$ cat src/rtl/merge_joint.sv
module merge_joint #(
  parameter int WIDTH = 16
) (
  input  logic             clk,
  input  logic             rst_n,
  input  logic             go,
  input  logic             a_full,
  input  logic [WIDTH-1:0] a_data,
  output logic             a_drain,
  input  logic             b_full,
  input  logic [WIDTH-1:0] b_data,
  output logic             b_drain,
  input  logic             out_full,
  output logic [WIDTH-1:0] out_data,
  output logic             out_fill
);

  logic a_old, b_old;
  logic head_b;
  logic tie_pref_b;

  logic a_new, b_new, both, tie, pick_both_b, pick_b, fire;

  assign a_new = a_full & ~a_old;
  assign b_new = b_full & ~b_old;
  assign both  = a_full & b_full;
  assign tie   = both & a_new & b_new;

  assign pick_both_b = tie             ? tie_pref_b :
                       (a_old & b_new) ? 1'b0       :
                       (b_old & a_new) ? 1'b1       :
                                         head_b;

  assign pick_b   = both ? pick_both_b : b_full;
  assign fire     = rst_n & go & ~out_full & (a_full | b_full);
  assign out_fill = fire;
  assign a_drain  = fire & ~pick_b;
  assign b_drain  = fire & pick_b;
  assign out_data = pick_b ? b_data : a_data;

  always_ff @(posedge clk or negedge rst_n) begin
    if (!rst_n) begin
      a_old      <= 1'b0;
      b_old      <= 1'b0;
      head_b     <= 1'b0;
      tie_pref_b <= 1'b0;
    end else begin
      a_old <= a_full & ~a_drain;
      b_old <= b_full & ~b_drain;
      if (both & ~a_drain & ~b_drain)
        head_b <= pick_both_b;
      if (tie)
        tie_pref_b <= ~tie_pref_b;
    end
  end

  AST_ONE_DRAIN: assert property (@(posedge clk) disable iff (!rst_n)
    !(a_drain && b_drain));

  AST_A_OLDER_FIRST: assert property (@(posedge clk) disable iff (!rst_n)
    (out_fill && a_full && b_full && $past(a_full && !a_drain) && !$past(b_full && !b_drain))
      |-> a_drain);

  AST_B_OLDER_FIRST: assert property (@(posedge clk) disable iff (!rst_n)
    (out_fill && a_full && b_full && $past(b_full && !b_drain) && !$past(a_full && !a_drain))
      |-> b_drain);

  AST_FIRE_GATED: assert property (@(posedge clk) disable iff (!rst_n)
    out_fill |-> (go && !out_full));

  AST_DRAIN_NEEDS_FULL: assert property (@(posedge clk) disable iff (!rst_n)
    (a_drain |-> a_full) and (b_drain |-> b_full));

  AST_FILL_ONE_DRAIN: assert property (@(posedge clk) disable iff (!rst_n)
    out_fill |-> ($countones({a_drain, b_drain}) == 1));

  AST_DATA_FROM_GRANT: assert property (@(posedge clk) disable iff (!rst_n)
    (out_fill && b_drain) |-> (out_data == b_data));

  AST_KEEP_PENDING: assert property (@(posedge clk) disable iff (!rst_n)
    (a_old && b_old && !a_drain && !b_drain) |=> !(a_drain && b_drain));

  always_comb begin
    if (!rst_n)
      AST_RESET_QUIET: assert (!out_fill && !a_drain && !b_drain);
  end

endmodule

$ cat config.mk
export PLATFORM = sky130hd
export DESIGN_NAME = merge_joint
export DESIGN_NICKNAME = d
export VERILOG_FILES = /design/src/rtl/merge_joint.sv
export SDC_FILE = /design/constraint.sdc
export NUM_CORES = 1
export LEC_CHECK = 0
export BUFFER_PORTS_ARGS = -buffer_cell sky130_fd_sc_hd__buf_2
export CAP_MARGIN = 10
export CORE_MARGIN = 2
export CORE_UTILIZATION = 35
export DETAILED_ROUTE_END_ITERATION = 8
export PLACE_DENSITY = 0.8
export SETUP_SLACK_MARGIN = 0.5
export SKIP_CTS_REPAIR_TIMING = 1
export SYNTH_ARGS = -nofsm -noshare
export SYNTH_HDL_FRONTEND = slang
export SYNTH_SLANG_ARGS = --single-unit
$ cat constraint.sdc
create_clock -name clk -period 5.6 [get_ports clk]
set_clock_uncertainty 0.15 [all_clocks]
set_input_delay 1.4 -clock clk [delete_from_list [all_inputs] [get_ports clk]]
set_output_delay 1.4 -clock clk [all_outputs]
set_load 0.01 [all_outputs]
# Word-level counts from Yosys, hierarchy flattened
# Index checks and enable logic that the tools add are counted.
# totals
ram_bits	0
latch_bits	0
n_memories	0
rom_bits	0
reg_bits	4
in_bits	38
# classes
mux	5
n_eq_ne	0
order_cmp	0
shifts	0
addsub	0
mul	0
div	0
reduce_logical	0
n_bitwise	24
# op_table
op	n
$and A1 B1 Y1	16
$mux W16	1
$not A1 Y1	7
$mux W1	4
$or A1 B1 Y1	1

# Logic depth before layout (Yosys ltp)
# Gate-level depths: netlist (run 1).
# depth
word_depth	12
mapped_depth	4
ltp_nobuf	3

# Least setup slack after synthesis (run 1)
# Ideal clock, no wire load.
# synth_path
path_type	input port to output port
start	input port a_full
end	output port out_data[10]
n_path_buf	1
stages	4
path_slack_ns	1.671
arrival_ns	2.379
cell_sequence	inv_2 o311ai_4 buf_12 mux2_4
# synth_between
elab_chain_cells	7
# synth_lines
item	line_no	source
from (decl)	7	input logic a_full,
$and A1 B1 Y1	24	assign a_new = a_full & ~a_old;
$and A1 B1 Y1	31	(b_old & a_new) ? 1'b1 :
$mux W1	31	
$mux W1	30	(a_old & b_new) ? 1'b0 :
$mux W1	29	assign pick_both_b = tie ? tie_pref_b :
$mux W1 (*)	34	assign pick_b = both ? pick_both_b : b_full;
$mux W16 (*)	39	assign out_data = pick_b ? b_data : a_data;
to (decl)	14	output logic [WIDTH-1:0] out_data,
# Every way passes the cells marked *; elsewhere a longest branch is shown, timed or not.

# Final worst setup path (run 1)
# layout_path
start	input port a_full
end	output port out_data[4]
# The elaborated chain is that of the path after synthesis.

==> results of run 1 <==
==> per-layer routing <==
layer | up-vias | GRT usage, %
met5 | - | 0
met4 | 0 | 5.806
met3 | 0 | 8.261
met2 | 42 | 31.56
met1 | 250 | 20.95
li1 | 278 | -
==> critical path, cell delays in order <==
cell and delay (ns):
buf_2 0.12, inv_2 0.06, o311ai_4 0.84, mux2_2 0.41, buf_2 0.14
==> layout by cell type (no fill, tap or decap), drive strengths merged, types with 2 or more instances in the layout <==
cell type,n
inv,2
mux2,16
nor3,3
clkbuf,3
a21oi,2
nor2,2
buf,56
dfrtp,4
nand3b,2
==> area by class of cell <==
type / count / area [um2]
Multi-Input combinational cell: 36 / 365.4
Fill cell: 123 / 506.7
Inverter: 2 / 7.507
Tap cell: 15 / 18.77
Timing Repair Buffer: 56 / 280.3
Sequential cell: 4 / 100.1
Clock buffer: 3 / 22.52
==> power by group <==
group	total, mW	switching, mW	internal [mW]
Combinational	0.0835	0.0350	0.0485
Clock	0.0367	0.0127	0.0240
Sequential	0.0425	0.00667	0.0359
Total	0.163	0.0543	0.108
==> how the worst max path moves through the flow <==
stage | startpoint | to | slack, ns | cells past startpoint
after floorplan | a_full | out_data[10] | 1.67 | 4
after global placement | a_full | out_data[1] | 1.10 | 5
after detailed placement | a_full | out_data[4] | 1.05 | 5
after CTS | a_full | out_data[4] | 1.04 | 5
after global routing | a_full | out_data[1] | 0.94 | 5
final | a_full | out_data[4] | 1.06 | 5
==> sequential cells by signal, summed over array words and instances, names as in the netlist <==
signal      flops
a_old           1
b_old           1
head_b          1
tie_pref_b      1
==> kinds of logic after synthesis <==
kind of cell	count (synthesis)	synth area share [%]
mux	16	44.16
simple gates	12	14.72
compound gates	7	13.45
flops	4	20.31
buf+inv	3	5.582
xor+xnor	1	1.777
==> impl_metrics.tcl, run 1 <==
set metrics [dict create \
    status "completed" \
    clockBufferDepth 2 \
    num_rows 13 \
    numCtsBuffers 3 \
    drive_above_1_share_pct 78.22 \
    gp_congestion 0.7483 \
    rsz0062_at_grt "false" \
    synth_area_um2 493.0 \
    antenna_found_initial 0 \
    worstPathRequired_ns 4.05 \
    dpl.hpwl_um 1208 \
    grt_pass1_vias 562 \
    r2r_end "b_old" \
    post-route-min-period_ns 4.538 \
    core_area_um2 1301 \
    finalCritPeriodShare_pct 81.04 \
    clk_pin_slew_ns 0.04 \
    min_path_type "flop to flop" \
    placed_area_um2 772.0 \
    relSlewSlack_pct 35.47 \
    vdd_drop_max_v 0.0001511 \
    syn_to_final_growth_pct 61.17 \
    end_kind "primary output" \
    wl_met3_um 182 \
    rrSetupSlack_ns 4.38 \
    async_flop_share_pct 100.0 \
    worst_pin_slew_ns 0.9656 \
    min_path_cells 1 \
    synth_area_leaders "mux2_4 30%, dfrtp_1 20%, mux2_2 14%" \
    die_y_um 41.53 \
    fin_util_pct 61.06 \
    final_nets 141 \
    p_leak_nw 0.4604 \
    synth-seq-cells 4 \
    postSynthAreaPerCell_um2 11.46 \
    startpoint_type "input pin" \
    drt-initial-drc-count 4 \
    placedCellCount 113 \
    synth_most_common_cell "mux2_4" \
    cp_max_fo 16 \
    ys.flop_type "dfrtp_1" \
    io_buffer_count 56 \
    fin_setup_tns_ns 0 \
    maxUsedRoutingLayer "met3" \
    dieArea_um2 1725 \
    syn_inst 43 \
    initial_core_util_pct 37.88 \
    vias 570 \
    setup_viol 0 \
    ys_seq_area_share_pct 20.30 \
    yosysTopAreaCellShare_pct 30.46 \
    cts_root_buf "clkbuf_4" \
    finish.instance_area_um2 794.5 \
    ys.warnings.count 0 \
    wire_per_inst_um 12.20 \
    synth_top_area_cell "mux2_4" \
    drtAntennaViolNets 0 \
    maxCapViolations 0 \
    wl_met1_um 531 \
    synthesis.nets 81 \
    pre_cts_ws_ns 1.045 \
    first_pass_iters 3 \
    timing.rr.start "b_old" \
    met2_length_um 701 \
    synth-edff-count 0 \
    whs_endpoint "tie_pref_b" \
    clock-sinks 4 \
    via_per_inst 4.914 \
    max_freq_mhz 220.4 \
    clk_latency_ns 0.24 \
    drc 0 \
    stdcell_count 116 \
    grt_max_degree 17 \
    hold_ws_ns 0.3407 \
    dieWidth_um 41.53 \
    netlist_top_cells_count "10 x mux2_4, 6 x mux2_2, 4 x dfrtp_1" \
    totalPowerFinal_mw 0.1627 \
    slew_violations 0 \
    finalWorstSetupSlack_ns 1.062 \
    gr-total-overflow 0 \
    ios 57 \
    reg2reg_depth 3 \
    synthDistinctLibCells 21 \
    grt_first_pass_wirelength_um 2518 \
    worstHoldStart "tie_pref_b" \
    powerDensity_nw_per_um2 204.8 \
    cts_tree "built" \
    htreeDepth 1 \
    critical_path_class "input pin to primary output" \
    wl_um 1415 \
    worstPathArrival_ns 2.99 \
    gr-usage-all-layers_pct 18.71 \
    hold_violations 0 \
    antenna_cells 0 \
]
Power figures use the tool's default switching activity.
==> run 2: changes to the inputs <==
- CORE_UTILIZATION: 35 -> 32
- PLACE_DENSITY: 0.8 -> 0.73
- clock period: 5.6 -> 4.65 ns (I/O delays scaled with it)
==> impl_metrics.tcl, run 2 (synthesis gave the netlist of run 1 again) <==
set metrics [dict create \
    hold_violations 0 \
    vdd_drop_max_v 0.0001607 \
    slew_violations 0 \
    drt-initial-drc-count 9 \
    min_path_type "flop to flop" \
    wire_per_inst_um 11.56 \
    status "completed" \
    slowest_delay_ns 0.36 \
    cts_tree "built" \
    cp_cell_sequence "buf_2, inv_2, o311ai_4, buf_4, mux2_2, buf_2" \
    startpoint_type "input pin" \
    core_area_um2 1471 \
    finalWorstSetupSlack_ns 0.9235 \
    cp_max_fo 16 \
    wl_um 1364 \
    cp_slowest_cell "mux2_2" \
    grtUsageMet2_pct 26.87 \
    setup_viol 0 \
    worst_pin_slew_ns 0.2419 \
    end_kind "primary output" \
    post-route-min-period_ns 3.727 \
    fillers 142 \
    cts_root_buf "clkbuf_4" \
    gp_congestion 0.7561 \
    fin_util_pct 54.59 \
    grt_first_pass_wirelength_um 2104 \
    gr-usage-all-layers_pct 14.67 \
    dpl.hpwl_um 1168 \
    drtAntennaViolNets 0 \
    finalCritPeriodShare_pct 80.14 \
    worstPathRequired_ns 3.34 \
    clock-sinks 4 \
    final_nets 142 \
    antenna_found_initial 0 \
    numCtsBuffers 3 \
    path_delay_family "buffers and inverters" \
    path_buf_inv 4 \
    critical_path_class "input pin to primary output" \
    first_pass_iters 4 \
    initial_core_util_pct 33.50 \
    htreeDepth 1 \
    dieArea_um2 1871 \
    clk_latency_ns 0.24 \
    layout_common_cells "56 x buf_2, 10 x mux2_4, 6 x mux2_2" \
    grtUsageMet1_pct 14.21 \
    pre_cts_ws_ns 0.9176 \
    placed_area_um2 780.7 \
    worstPathArrival_ns 2.41 \
    fin_setup_tns_ns 0 \
    rsz0062_at_grt "false" \
    totalPowerFinal_mw 0.1976 \
    placedCellCount 115 \
    maxCapViolations 0 \
    io_buffer_count 56 \
    num_rows 14 \
    antenna_cells 0 \
    syn_to_final_growth_pct 62.94 \
    use_met3_pct 8.936 \
    powerDensity_nw_per_um2 246.0 \
    drc 0 \
    max_freq_mhz 268.3 \
    grt_pass1_vias 533 \
    dieWidth_um 43.25 \
    clk_pin_slew_ns 0.04 \
    drive_above_1_share_pct 78.43 \
    die_y_um 43.25 \
    p_leak_nw 0.4650 \
    finish.instance_area_um2 803.3 \
    vias 572 \
    hold_ws_ns 0.3703 \
    cp_common_cell "buf_2" \
    via_per_inst 4.847 \
    final_common_cell "buf_2" \
    relSlewSlack_pct 83.88 \
    grt_max_degree 17 \
    ios 57 \
    grt-busiest-layer "met2" \
    gr-total-overflow 0 \
    stdcell_count 118 \
    clockBufferDepth 2 \
]
run 2: changes by cell type in the layout (fill, tap and decap cells not counted):
cell / delta
buf_4: +1
run 2: path summary, 6_finish.rpt:
check                      depth (start not counted)  slack, ns        from           to
setup / recovery                                   6       0.92      a_full  out_data[4]
hold / removal                                     1       0.37  tie_pref_b   tie_pref_b
setup reg to reg                                   3       3.39       b_old        a_old
hold reg to reg                                    1       0.37  tie_pref_b   tie_pref_b
max in group asynchronous                          1       3.62       rst_n        a_old
min in group asynchronous                          1       0.58       rst_n   tie_pref_b
run 2: cell type report:
class	instances	area, um2	share of cell area [%]
well taps	16	20.02	2.492
flip-flops and latches	4	100.1	12.46
clock buffers	3	22.52	2.804
multi-input cells	36	365.4	45.48
inverters	2	7.507	0.9346
repair buffers	57	287.8	35.83
run 2: metal layers:
| layer | up-vias | part of all wire [%] |
|---|---|---|
| met5 | - | 0 |
| met4 | 0 | 0 |
| met3 | 0 | 17 |
| met2 | 42 | 48 |
| met1 | 249 | 35 |
| li1 | 281 | - |
run 2: power breakdown:
group / internal (mW) / switching, mW
Combinational: 0.0591 / 0.0427
Clock: 0.0290 / 0.0154
Sequential: 0.0432 / 0.00821
Total: 0.131 / 0.0664
run 2: worst register-to-register path, stage by stage, from the launching register on:
cell,delay [ns]
dfrtp_1,0.45
a21boi_0,0.15
o31a_1,0.31
nor2_1,0.12
==> run 3: changes to the inputs <==
- CORE_UTILIZATION: 32 -> 29
- PLACE_DENSITY: 0.73 -> 0.7
- clock period: 4.65 -> 3.4 ns (I/O delays scaled with it)
==> impl_metrics.tcl, run 3 (synthesis gave the netlist of run 1 again) <==
set metrics [dict create \
    status "completed" \
    cp_slowest_cell "o311ai_4" \
    p_sw_mw 0.09963 \
    maxCapViolations 0 \
    hold_ws_ns 0.2685 \
    rsz0062_at_grt "true" \
    initial_core_util_pct 31.98 \
    vias 604 \
    fin_setup_tns_ns 0 \
    htreeDepth 1 \
    syn_to_final_growth_pct 99.49 \
    drc 0 \
    worstPathArrival_ns 1.94 \
    placed_area_um2 780.7 \
    cts_root_buf "clkbuf_4" \
    die_y_um 45.23 \
    dieArea_um2 2046 \
    cp_cell_sequence "buf_8, inv_6, o311ai_4, clkbuf_16, mux2_4, buf_6" \
    ff_latch_area_um2 100.1 \
    swShare_pct 31.12 \
    clock-sinks 4 \
    path_delay_family "buffers and inverters" \
    ios 57 \
    antenna_found_initial 0 \
    core_area_um2 1541 \
    dpl.hpwl_um 1162 \
    p_seq_share_pct 21.7 \
    finalCritPeriodShare_pct 86.54 \
    hold_violations 0 \
    min_path_type "input pin to async pin" \
    grt_max_degree 17 \
    power.clock.fraction_pct 18.3 \
    antenna_cells 0 \
    final_common_cell "buf_2" \
    clk_pin_slew_ns 0.04 \
    slowest_delay_ns 0.31 \
    io_buffer_count 56 \
    gr-total-overflow 0 \
    slew_violations 0 \
    totalPowerFinal_mw 0.3202 \
    gp_congestion 0.7651 \
    worstPathRequired_ns 2.40 \
    wl_um 1644 \
    dieWidth_um 45.23 \
    num_rows 14 \
    clk_latency_ns 0.24 \
    rrSetupSlack_ns 2.16 \
    setup_viol 0 \
    vdd_drop_max_v 0.0002735 \
    drt-initial-drc-count 8 \
    worst_pin_slew_ns 0.3424 \
    final_nets 145 \
    p_leak_nw 0.5511 \
    path_buf_inv 4 \
    drive_above_1_share_pct 79.05 \
    fin_util_pct 63.80 \
    powerDensity_nw_per_um2 325.5 \
    relSlewSlack_pct 77.12 \
    share_comb_of_total_power_pct 60.1 \
    post-route-min-period_ns 2.942 \
    cp_max_fo 8 \
    clockBufferDepth 2 \
    wire_per_inst_um 13.59 \
    max_freq_mhz 339.9 \
    grt_pass1_vias 504 \
    numCtsBuffers 3 \
    via_per_inst 4.992 \
    critical_path_class "input pin to primary output" \
    internal_power_mw 0.2205 \
    gr-usage-all-layers_pct 12.64 \
    fillers 119 \
    drtAntennaViolNets 0 \
    layout_common_cells "40 x buf_2, 15 x mux2_4, 15 x buf_6" \
    startpoint_type "input pin" \
    cts_tree "built" \
    multiInputGateArea_um2 384.1 \
    end_kind "primary output" \
    first_pass_iters 4 \
    grt_first_pass_wirelength_um 1966 \
    finish.instance_area_um2 983.4 \
]
run 3: path summary, 6_finish.rpt:
| check | startpoint | end | depth (start not counted) |
|---|---|---|---|
| min in group clk | tie_pref_b | tie_pref_b | 1 |
| worst min register to register | tie_pref_b | tie_pref_b | 1 |
| worst max register to register | b_old | a_old | 3 |
| worst min-delay path | rst_n | a_old | 1 |
| max in group asynchronous | rst_n | b_old | 1 |
| worst max-delay path | a_full | out_data[14] | 6 |
run 3: power by group through the flow:
stage / logic (mW) / registers, mW / clock network, mW
6_report: 0.192 / 0.0694 / 0.0585
5_1_grt: 0.206 / 0.0714 / 0.0631
4_1_cts: 0.141 / 0.0690 / 0.0601
3_5_place_dp: 0.140 / 0.0695 / 0
3_3_place_gp: 0.137 / 0.0707 / 0
2_1_floorplan: 0.0948 / 0.0672 / 0
run 3: area by class of cell:
| class | instances | share of cell area (%) |
|---|---|---|
| Clock buffer | 3 | 2.290 |
| Inverter | 2 | 1.272 |
| Multi-Input combinational cell | 36 | 39.06 |
| Sequential cell | 4 | 10.18 |
| Tap cell | 16 | 2.036 |
| Timing Repair Buffer | 60 | 45.17 |
run 3: per-stage QoR:
stage          setup WS, ns  instances
2_1_floorplan        0.5706         43
6_report             0.4576        121
5_1_grt              0.4167        121
4_1_cts              0.2976        118
3_5_place_dp         0.2911        115
3_3_place_gp         0.3262        115
run 3: metal layers:
layer  share of wire [%]  global-route usage (%)  wire length (um)
met1                  36                   13.80               590
met2                  49                   22.86               798
met3                  16                   4.400               255
met4                   0                   3.529                 0
met5                   0                       0                 0
run 3: worst reg2reg max path, cell delays in order (launching register included):
cell and delay, ns:
dfrtp_1 0.44, a21boi_0 0.16, o31a_1 0.32, nor2_1 0.11
